===== src/rtl/cache_stats_pkg.sv =====
package cache_stats_pkg;
  typedef enum logic [1:0] {
    ACC_IFETCH = 2'd0,
    ACC_DREAD  = 2'd1,
    ACC_DWRITE = 2'd2,
    ACC_BAD    = 2'd3
  } acc_kind_e;

  // counter slots, ordered as seen through the read select
  localparam int STAT_IF_ACC = 0;
  localparam int STAT_IF_HIT = 1;
  localparam int STAT_RD_ACC = 2;
  localparam int STAT_RD_HIT = 3;
  localparam int STAT_WR_ACC = 4;
  localparam int STAT_WR_HIT = 5;
  localparam int NUM_STATS   = 6;

  localparam int CACHE_INSTR = 0;
  localparam int CACHE_DATA  = 1;
  localparam int NUM_CACHES  = 2;
endpackage


===== src/rtl/sat_counter.sv =====
module sat_counter #(
  parameter int W = 32
) (
  input  logic         clk,
  input  logic         rst_n,
  input  logic         inc,
  output logic [W-1:0] value
);
  always_ff @(posedge clk) begin
    if (!rst_n) begin
      value <= '0;
    end else if (inc && (value != {W{1'b1}})) begin
      value <= value + 1'b1;
    end
  end
endmodule


===== src/rtl/victim_pick.sv =====
module victim_pick #(
  parameter int WAYS    = 4,
  parameter int STAMP_W = 8,
  localparam int WAY_W  = (WAYS > 1) ? $clog2(WAYS) : 1
) (
  input  logic [WAYS-1:0]         vld,
  input  logic [WAYS*STAMP_W-1:0] stamps,
  output logic [WAY_W-1:0]        victim,
  output logic [STAMP_W-1:0]      max_stamp,
  output logic [STAMP_W-1:0]      min_stamp,
  output logic                    any_vld
);
  logic             have_empty;
  logic             have_min;
  logic [WAY_W-1:0] empty_way;
  logic [WAY_W-1:0] oldest_way;
  logic [STAMP_W-1:0] cur;

  always_comb begin
    have_empty = 1'b0;
    have_min   = 1'b0;
    empty_way  = '0;
    oldest_way = '0;
    max_stamp  = '0;
    min_stamp  = '0;
    cur        = '0;
    for (int w = 0; w < WAYS; w++) begin
      cur = stamps[w*STAMP_W +: STAMP_W];
      if (!vld[w]) begin
        if (!have_empty) begin
          empty_way  = WAY_W'(w);
          have_empty = 1'b1;
        end
      end else begin
        if (!have_min || (cur < min_stamp)) begin
          min_stamp  = cur;
          oldest_way = WAY_W'(w);
          have_min   = 1'b1;
        end
        if (cur > max_stamp) begin
          max_stamp = cur;
        end
      end
    end
    victim  = have_empty ? empty_way : oldest_way;
    any_vld = |vld;
  end
endmodule


===== src/rtl/tag_store.sv =====
module tag_store #(
  parameter int ADDR_W     = 32,
  parameter int WAYS       = 4,
  parameter int SETS       = 4,
  parameter int LINE_BYTES = 32,
  parameter int STAMP_W    = 8,
  localparam int OFF_W     = $clog2(LINE_BYTES),
  localparam int IDX_W     = (SETS > 1) ? $clog2(SETS) : 1,
  localparam int LINE_W    = ADDR_W - OFF_W,
  localparam int TAG_W     = LINE_W - IDX_W,
  localparam int WAY_W     = (WAYS > 1) ? $clog2(WAYS) : 1
) (
  input  logic              clk,
  input  logic              rst_n,
  input  logic              req,
  input  logic [LINE_W-1:0] line_addr,
  output logic              hit
);
  logic [TAG_W-1:0]   tag_q   [SETS][WAYS];
  logic [STAMP_W-1:0] stamp_q [SETS][WAYS];
  logic [WAYS-1:0]    vld_q   [SETS];

  logic [IDX_W-1:0]        set_idx;
  logic [TAG_W-1:0]        tag_in;
  logic [WAYS-1:0]         match;
  logic [WAYS*STAMP_W-1:0] set_stamps;
  logic [WAY_W-1:0]        victim;
  logic [STAMP_W-1:0]      max_stamp;
  logic [STAMP_W-1:0]      min_stamp;
  logic                    any_vld;
  logic                    fill;
  logic                    rebase;
  logic [STAMP_W-1:0]      new_stamp;

  assign set_idx = line_addr[IDX_W-1:0];
  assign tag_in  = line_addr[LINE_W-1:IDX_W];

  for (genvar w = 0; w < WAYS; w++) begin : g_way
    assign match[w] = vld_q[set_idx][w] && (tag_q[set_idx][w] == tag_in);
    assign set_stamps[w*STAMP_W +: STAMP_W] = stamp_q[set_idx][w];
  end

  assign hit = |match;

  victim_pick #(
    .WAYS   (WAYS),
    .STAMP_W(STAMP_W)
  ) u_pick (
    .vld      (vld_q[set_idx]),
    .stamps   (set_stamps),
    .victim   (victim),
    .max_stamp(max_stamp),
    .min_stamp(min_stamp),
    .any_vld  (any_vld)
  );

  assign fill   = req && !hit;
  assign rebase = fill && any_vld && (max_stamp == {STAMP_W{1'b1}});

  always_comb begin
    if (!any_vld) begin
      new_stamp = '0;
    end else if (rebase) begin
      new_stamp = max_stamp - min_stamp + 1'b1;
    end else begin
      new_stamp = max_stamp + 1'b1;
    end
  end

  always_ff @(posedge clk) begin
    if (!rst_n) begin
      for (int s = 0; s < SETS; s++) begin
        vld_q[s] <= '0;
        for (int w = 0; w < WAYS; w++) begin
          tag_q[s][w]   <= '0;
          stamp_q[s][w] <= '0;
        end
      end
    end else if (fill) begin
      if (rebase) begin
        for (int w = 0; w < WAYS; w++) begin
          if (vld_q[set_idx][w]) begin
            stamp_q[set_idx][w] <= stamp_q[set_idx][w] - min_stamp;
          end
        end
      end
      tag_q[set_idx][victim]   <= tag_in;
      stamp_q[set_idx][victim] <= new_stamp;
      vld_q[set_idx][victim]   <= 1'b1;
    end
  end
endmodule


===== src/rtl/trace_cache_stats.sv =====
module trace_cache_stats
  import cache_stats_pkg::*;
#(
  parameter int ADDR_W     = 32,
  parameter int WAYS       = 4,
  parameter int SETS       = 4,
  parameter int LINE_BYTES = 32,
  parameter int STAMP_W    = 8,
  parameter int CNT_W      = 32
) (
  input  logic              clk,
  input  logic              rst_n,
  input  logic              in_valid,
  output logic              in_ready,
  input  logic [1:0]        in_type,
  input  logic [ADDR_W-1:0] in_addr,
  input  logic [2:0]        rd_sel,
  output logic              res_valid,
  output logic              res_hit,
  output logic [1:0]        res_type,
  output logic              err_flag,
  output logic [CNT_W-1:0]  rd_data
);
  localparam int OFF_W = $clog2(LINE_BYTES);

  logic                         accept;
  logic                         is_if, is_rd, is_wr, is_bad;
  logic [NUM_CACHES-1:0]        cache_req;
  logic [NUM_CACHES-1:0]        cache_hit;
  logic                         hit_now;
  logic [NUM_STATS-1:0]         stat_inc;
  logic [NUM_STATS*CNT_W-1:0]   cnt_flat;
  logic                         ready_q;
  logic                         unused_offset_bits;

  assign unused_offset_bits = ^in_addr[OFF_W-1:0];

  assign in_ready = ready_q;
  assign accept   = in_valid && ready_q;
  assign is_if    = accept && (in_type == ACC_IFETCH);
  assign is_rd    = accept && (in_type == ACC_DREAD);
  assign is_wr    = accept && (in_type == ACC_DWRITE);
  assign is_bad   = accept && (in_type == ACC_BAD);

  assign cache_req[CACHE_INSTR] = is_if;
  assign cache_req[CACHE_DATA]  = is_rd || is_wr;

  for (genvar c = 0; c < NUM_CACHES; c++) begin : g_cache
    tag_store #(
      .ADDR_W    (ADDR_W),
      .WAYS      (WAYS),
      .SETS      (SETS),
      .LINE_BYTES(LINE_BYTES),
      .STAMP_W   (STAMP_W)
    ) u_tags (
      .clk      (clk),
      .rst_n    (rst_n),
      .req      (cache_req[c]),
      .line_addr(in_addr[ADDR_W-1:OFF_W]),
      .hit      (cache_hit[c])
    );
  end

  assign hit_now = is_if ? cache_hit[CACHE_INSTR] : cache_hit[CACHE_DATA];

  always_comb begin
    stat_inc              = '0;
    stat_inc[STAT_IF_ACC] = is_if;
    stat_inc[STAT_IF_HIT] = is_if && cache_hit[CACHE_INSTR];
    stat_inc[STAT_RD_ACC] = is_rd;
    stat_inc[STAT_RD_HIT] = is_rd && cache_hit[CACHE_DATA];
    stat_inc[STAT_WR_ACC] = is_wr;
    stat_inc[STAT_WR_HIT] = is_wr && cache_hit[CACHE_DATA];
  end

  for (genvar k = 0; k < NUM_STATS; k++) begin : g_stat
    sat_counter #(
      .W(CNT_W)
    ) u_cnt (
      .clk  (clk),
      .rst_n(rst_n),
      .inc  (stat_inc[k]),
      .value(cnt_flat[k*CNT_W +: CNT_W])
    );
  end

  always_comb begin
    rd_data = '0;
    for (int k = 0; k < NUM_STATS; k++) begin
      if (int'(rd_sel) == k) begin
        rd_data = cnt_flat[k*CNT_W +: CNT_W];
      end
    end
  end

  always_ff @(posedge clk) begin
    if (!rst_n) begin
      ready_q   <= 1'b0;
      res_valid <= 1'b0;
      res_hit   <= 1'b0;
      res_type  <= 2'd0;
      err_flag  <= 1'b0;
    end else begin
      ready_q   <= 1'b1;
      res_valid <= accept && !is_bad;
      res_hit   <= hit_now;
      res_type  <= in_type;
      if (is_bad) begin
        err_flag <= 1'b1;
      end
    end
  end
endmodule


===== config.mk =====
export PLATFORM = sky130hd
export DESIGN_NAME = trace_cache_stats
export DESIGN_NICKNAME = d
export VERILOG_FILES = /design/src/rtl/cache_stats_pkg.sv /design/src/rtl/sat_counter.sv /design/src/rtl/victim_pick.sv /design/src/rtl/tag_store.sv /design/src/rtl/trace_cache_stats.sv
export SDC_FILE = /design/constraint.sdc
export NUM_CORES = 2
export LEC_CHECK = 0
export BUFFER_PORTS_ARGS = -buffer_cell sky130_fd_sc_hd__buf_2
export CAP_MARGIN = 25
export CORE_ASPECT_RATIO = 1.1
export CORE_UTILIZATION = 59
export DETAILED_ROUTE_END_ITERATION = 16
export PLACE_DENSITY = 0.82
export SLEW_MARGIN = 20
export SYNTH_ARGS = -nofsm -noshare
export SYNTH_HDL_FRONTEND = slang
export SYNTH_SLANG_ARGS = --single-unit

===== constraint.sdc =====
create_clock -name clk -period 30.4 [get_ports clk]
set_input_delay 3.04 -clock clk [delete_from_list [all_inputs] [get_ports clk]]
set_output_delay 3.04 -clock clk [all_outputs]
set_load 0.01 [all_outputs]

Word level (Yosys, flattened, before mapping). Memories as Yosys holds them, arrays and structs flattened. Index checks and enable logic that the tools add are counted.

Output and inout bits: 38. RAM bits: 1088. Bits of input ports: 40. Flip-flop bits (word level): 198. Memories kept: 6.

Memory list: g_cache[0].u_tags.tag_q (words 4, bits a word 100, read ports 1, clocked after Yosys merged registers in 0, write ports 4, RTL line tag_store.sv:19) `logic [TAG_W-1:0] tag_q [SETS][WAYS];`; g_cache[1].u_tags.tag_q (words 4, bits a word 100, read ports 1, clocked after Yosys merged registers in 0, write ports 4, RTL line tag_store.sv:19); g_cache[0].u_tags.stamp_q (words 4, bits a word 32, read ports 1, clocked after Yosys merged registers in 0, write ports 4, RTL line tag_store.sv:20) `logic [STAMP_W-1:0] stamp_q [SETS][WAYS];`; g_cache[1].u_tags.stamp_q (words 4, bits a word 32, read ports 1, clocked after Yosys merged registers in 0, write ports 4, RTL line tag_store.sv:20); g_cache[0].u_tags.vld_q (words 4, bits a word 4, read ports 1, clocked after Yosys merged registers in 0, write ports 4, RTL line tag_store.sv:21) `logic [WAYS-1:0] vld_q [SETS];`; g_cache[1].u_tags.vld_q (words 4, bits a word 4, read ports 1, clocked after Yosys merged registers in 0, write ports 4, RTL line tag_store.sv:21).

Multiplexer cells: 229. Bitwise gates (word level): 66. Magnitude comparators: 22. Eq/ne operators: 24. Reduce and logical (&&, ||, !) cells: 61. Add/subtract/negate cells: 20.

Operator list (number): $mux W100 (6); $mux W32 (12); $mux W8 (36); $eq A25 B25 Y1 (8); $reduce_or A100 Y1 (2); $add A32 B1 Y32 const B (6); $ne A32 B32 Y1 const B (6); $mux W1 (137); $demux W25 S2 (2); $sub A8 B8 Y8 (10); $or A1 B1 Y1 (64); $reduce_or A32 Y1 (2); $mux W25 (2); $gt A8 B8 Y1 (6); $lt A8 B8 Y1 (6); $mux W2 (24); $logic_and A1 B1 Y1 (33); $add A8 B1 Y8 const B (4); $demux W8 S2 (2); $mux W4 (6); $reduce_or A4 Y1 (6); $eq A8 B8 Y1 const B (2); $gt A8 B1 Y1 const B (2); $eq A3 B3 Y1 const B (4); 13 further kinds (34).

Longest topological paths before layout. An unclocked memory read counts as a cell.

Depth after elaboration: 24. Mapped depth: 52. Depth with buffers taken out: 42.

Cells and area by module. A second synthesis with hierarchy kept.

Cells, all modules: 6159. Area, all modules: 72179.2 µm².

Modules (own cells, without submodules): tag_store at g_cache[1].u_tags (seq. area each 16335.7 µm², instances 1, area an instance 28391.0 µm², cells an instance 2152); tag_store at g_cache[0].u_tags (seq. area each 16335.7 µm², instances 1, area an instance 27523.9 µm², cells an instance 2044); sat_counter at g_stat[0].u_cnt ... (seq. area each 640.6 µm², instances 5, area an instance 1704.1 µm², cells an instance 200); trace_cache_stats (seq. area each 120.1 µm², instances 1, area an instance 2124.5 µm², cells an instance 224); victim_pick at g_cache[1].u_tags.u_pick (seq. area each 0.0 µm², instances 1, area an instance 2016.9 µm², cells an instance 279); victim_pick at g_cache[0].u_tags.u_pick (seq. area each 0.0 µm², instances 1, area an instance 1878.1 µm², cells an instance 251); sat_counter at g_stat[5].u_cnt (seq. area each 640.6 µm², instances 1, area an instance 1724.2 µm², cells an instance 209).

Worst setup path before layout. Ideal clock, no wire load.

Path kind: in2reg. From: input port in_addr[5]. To: memory g_cache[0].u_tags.stamp_q[0][15] (netlist bit), data pin. Slack: 18.059 ns. Setup time: 0.275 ns. Arrival time: 12.065 ns. Stages on the path: 44. Path buffers: 10. Path through: buf_6 buf_8 buf_8 buf_8 buf_8 buf_8 buf_6 buf_6 buf_6 mux4_2 ha_1 o21ai_0 a211oi_1 o22ai_1 o21bai_1 nor2_1 a21oi_1 ha_1 [8 not listed] o2111a_1 a21boi_1 a21oi_1 clkbuf_1 nor2_1 a21oi_1 ha_1 inv_1 fa_1 inv_1 a21oi_1 o21bai_1 a21o_1 a21oi_1 xnor2_1 or3_1 a21oi_1 o32ai_1.

RTL lines: start: declaration (RTL line trace_cache_stats.sv:16) `input logic [ADDR_W-1:0] in_addr,`; end: declaration (RTL line tag_store.sv:20).

==> impl_metrics.py <==
metrics = {
    "run_status": {
        "status": "finished clean",
    },
    "placement": {
        "hpwlAfterDp_mm": 107.5,
        "place_worst_setup_slack_ns": 16.50,
        "dpl_cell_area_um2": 70120,
        "dp.cells": 6924,
        "place_congestion": 0.9576,
        "port_buffers": 72,
    },
    "sta": {
        "setup_violations": 0,
        "finClkSkew_ns": 0.04225,
        "slew_headroom": 0.2750,
        "timing.fmax_mhz": 74.42,
        "fin_crit_sh": 0.4420,
        "setup_ws_ns": 16.96,
        "tightest_slew_ns": 1.087,
        "fin_crit_ns": 13.44,
        "rsz0062_at_grt": "no",
        "hold_viol": 0,
        "fin_tns_setup_ns": 0,
        "drv_slew": 0,
    },
    "global_route": {
        "grt_usage": 0.3006,
        "grt-ovfl-total": 0,
        "grt_pass1_wl_mm": 273.3,
        "grt_pass1_vias": 47200,
        "grt_max_degree": 164,
        "antenna_found_initial": 1,
    },
    "min_path": {
        "hold_start": "g_stat[5].u_cnt.value[27]",
        "worstHoldPathCells": 2,
        "worstHoldPathType": "flip-flop to flip-flop",
        "hold_end": "g_stat[5].u_cnt.value[27]",
    },
    "cells_and_area": {
        "multi_input_area_um2": 29640,
        "fin_cells": 7166,
        "fillers": 8217,
        "drive_gt1_frac": 0.1341,
        "area_growth_pct": 7.813,
        "stdcell_area_um2": 74300,
        "post-route-util": 0.6411,
        "nets": 5760,
        "regArea_um2": 36640,
    },
    "power": {
        "netSwitchingFraction": 0.2827,
        "pwr-share-clk": 0.362,
        "p_sw_mw": 1.226,
        "powerDensity_nw_per_um2": 58.39,
        "seq_power_share": 0.455,
        "comb_power_share": 0.183,
        "vdd_drop_max_uv": 69.87,
        "internal-power_mw": 3.112,
        "p_leak_nw": 28.74,
    },
    "worst_setup_path": {
        "critPathKind": "input port to flip-flop",
        "rrSetupSlack_ns": 19.44,
        "end_kind": "flip-flop",
        "cp_slowest_cell": "a21oi_1",
        "crit_required_ns": 30.93,
        "critPathArrivalTime_ns": 13.97,
        "max_stage_delay_ns": 0.70,
        "ff2ff_path_depth": 37,
        "cp-start-kind": "input port",
        "rr_startpoint": "g_cache[0].u_tags.vld_q[3][0]",
        "cp_max_fo": 94,
        "reg2reg_to": "g_cache[0].u_tags.stamp_q[1][7]",
    },
    "routing": {
        "ant_nets": 0,
        "drtPass1Iterations": 8,
        "route.detailed.drc": 0,
        "wl_per_cell_um": 24.90,
        "drt_iter0_drc": 5868,
        "routed_wl_mm": 178.5,
        "viasPerCell": 6.604,
        "vias": 47330,
    },
    "floorplan": {
        "start_util": 0.5947,
        "rows": 131,
        "pin_count": 78,
        "die-height_um": 360.4,
        "die_w_um": 327.9,
        "dieArea_um2": 118200,
        "core_um2": 115900,
    },
    "clock_tree": {
        "htreeDepth": 4,
        "cts_tree": "built",
        "root_buffer": "clkbuf_16",
        "clk_pin_slew_ns": 0.06,
        "cts.sinks": 1286,
        "cts_buffers": 131,
        "cts_buffer_depth": 3,
        "clkLatencyLatePin_ns": 0.79,
        "postCtsHoldBufs": 0,
        "cts_resized": 0,
        "cts_setup_buffers": 0,
    },
    "logic_synthesis": {
        "syn_inst": 5669,
        "yosysSeqAreaShare": 0.5316,
        "synth.area.top_cells": "edfxtp_1 (47%), mux4_2 (8.8%), and3_1 (5.8%)",
        "yosysUniqueCellTypes": 112,
        "synth_top_area_cell": "edfxtp_1",
        "yosysWarnings": 0,
        "synth_commonest_cells": "edfxtp_1 (1088), and3_1 (638), nor2_1 (365), clkbuf_1 (355), xnor2_1 (311)",
        "syn_area_um2": 68910,
        "synth_edf_count": 1088,
        "synth-async-reset-ratio": 0,
        "yosysTopAreaCellShare": 0.4741,
        "yosysMostFrequentCell": "edfxtp_1",
        "syn-num-nets": 5897,
        "ys_ff_latch": 1286,
        "syn_avg_cell_area_um2": 12.16,
        "ys.flop_type": "edfxtp_1",
    },
    "run": {
        "maxCapViolations": 0,
    },
}
[placed cells by master, fill, tap and decap left out, types with 119 or more instances in the layout]
cell,instances
a21oi_1,190
and2_1,272
and3_1,638
clkbuf_16,132
dfxtp_1,198
edfxtp_1,1088
ha_1,178
inv_1,171
mux4_2,269
nand2_1,286
nor2_1,364
o21ai_0,119
xnor2_1,311
[metrics by stage]
| stage | total power [mW] | hold slack, ns |
|---|---|---|
| 5_1_grt | 4.475 | 0.5176 |
| 4_1_cts | 4.331 | 0.4870 |
| 6_report | 4.338 | 0.4887 |
| 3_5_place_dp | 2.776 | 0.4730 |
| 2_1_floorplan | 2.568 | 0.4540 |
| 3_3_place_gp | 2.754 | 0.4515 |
[how the worst max path moves through the flow]
stage	from	to	slack, ns	cells past startpoint
floorplan	in_addr[5]	g_cache[0].u_tags.stamp_q[0][15]	18.06	44
global placement	in_addr[6]	g_cache[1].u_tags.stamp_q[1][6]	16.51	39
detailed placement	in_addr[5]	g_cache[0].u_tags.stamp_q[2][7]	16.50	38
CTS	in_addr[5]	g_cache[0].u_tags.stamp_q[1][7]	17.29	38
global route	in_addr[5]	g_cache[0].u_tags.stamp_q[1][7]	16.44	38
finish	in_addr[6]	g_cache[1].u_tags.stamp_q[0][14]	16.96	39
[final cells by class]
| class | count | area share |
|---|---|---|
| sequential | 1286 | 0.4931 |
| clock buffer | 173 | 0.04734 |
| tap | 1529 | 0.02575 |
| antenna | 1 | 0.00003368 |
| multi-input combinational | 3752 | 0.3990 |
| inverter | 175 | 0.008909 |
| clock inverter | 64 | 0.008168 |
| timing repair buffer | 186 | 0.01775 |
[cells by family after synthesis]
kind of cell,synth area share
multiplexers,0.1067
XOR/XNOR,0.05042
adder cells (fa/ha/maj),0.03522
buffers and inverters,0.03960
AND/OR/NAND/NOR,0.1669
AO/OA/AOI/OAI,0.06959
flip-flops,0.5316
[metal layers]
metal | vias to the layer above | global-route usage | share of wire
met2 | 2575 | 0.4986 | 0.49
met1 | 23320 | 0.3904 | 0.37
met5 | - | 0 | 0.000073
met4 | 2 | 0.1353 | 0.043
li1 | 20980 | - | -
met3 | 447 | 0.04661 | 0.092
[power by group through the flow]
stage / Sequential [mW] / Clock [mW] / Combinational, mW
after floorplan: 2.01 / 0 / 0.562
after global placement: 2.01 / 0 / 0.748
after detailed placement: 2.01 / 0 / 0.764
after CTS: 1.97 / 1.58 / 0.774
after global routing: 1.98 / 1.64 / 0.852
final: 1.97 / 1.57 / 0.793
[critical path: cells and delay by family]
family                   cells  cell delay (ns)
AO/OA/AOI/OAI               16             4.46
multiplexers                 4             1.80
AND/OR/NAND/NOR              9             1.66
adder cells (fa/ha/maj)      5             1.65
buffers and inverters        4             1.02
XOR/XNOR                     1             0.16
[flip-flops by register name (all words and copies together) (netlist names), 2 cells and up]
name and cells:
g_cache.u_tags.vld_q 32, g_stat.u_cnt.value 192, g_cache.u_tags.stamp_q 256, res_type 2, g_cache.u_tags.tag_q 800
No activity file was read; power rests on OpenSTA's default activity.
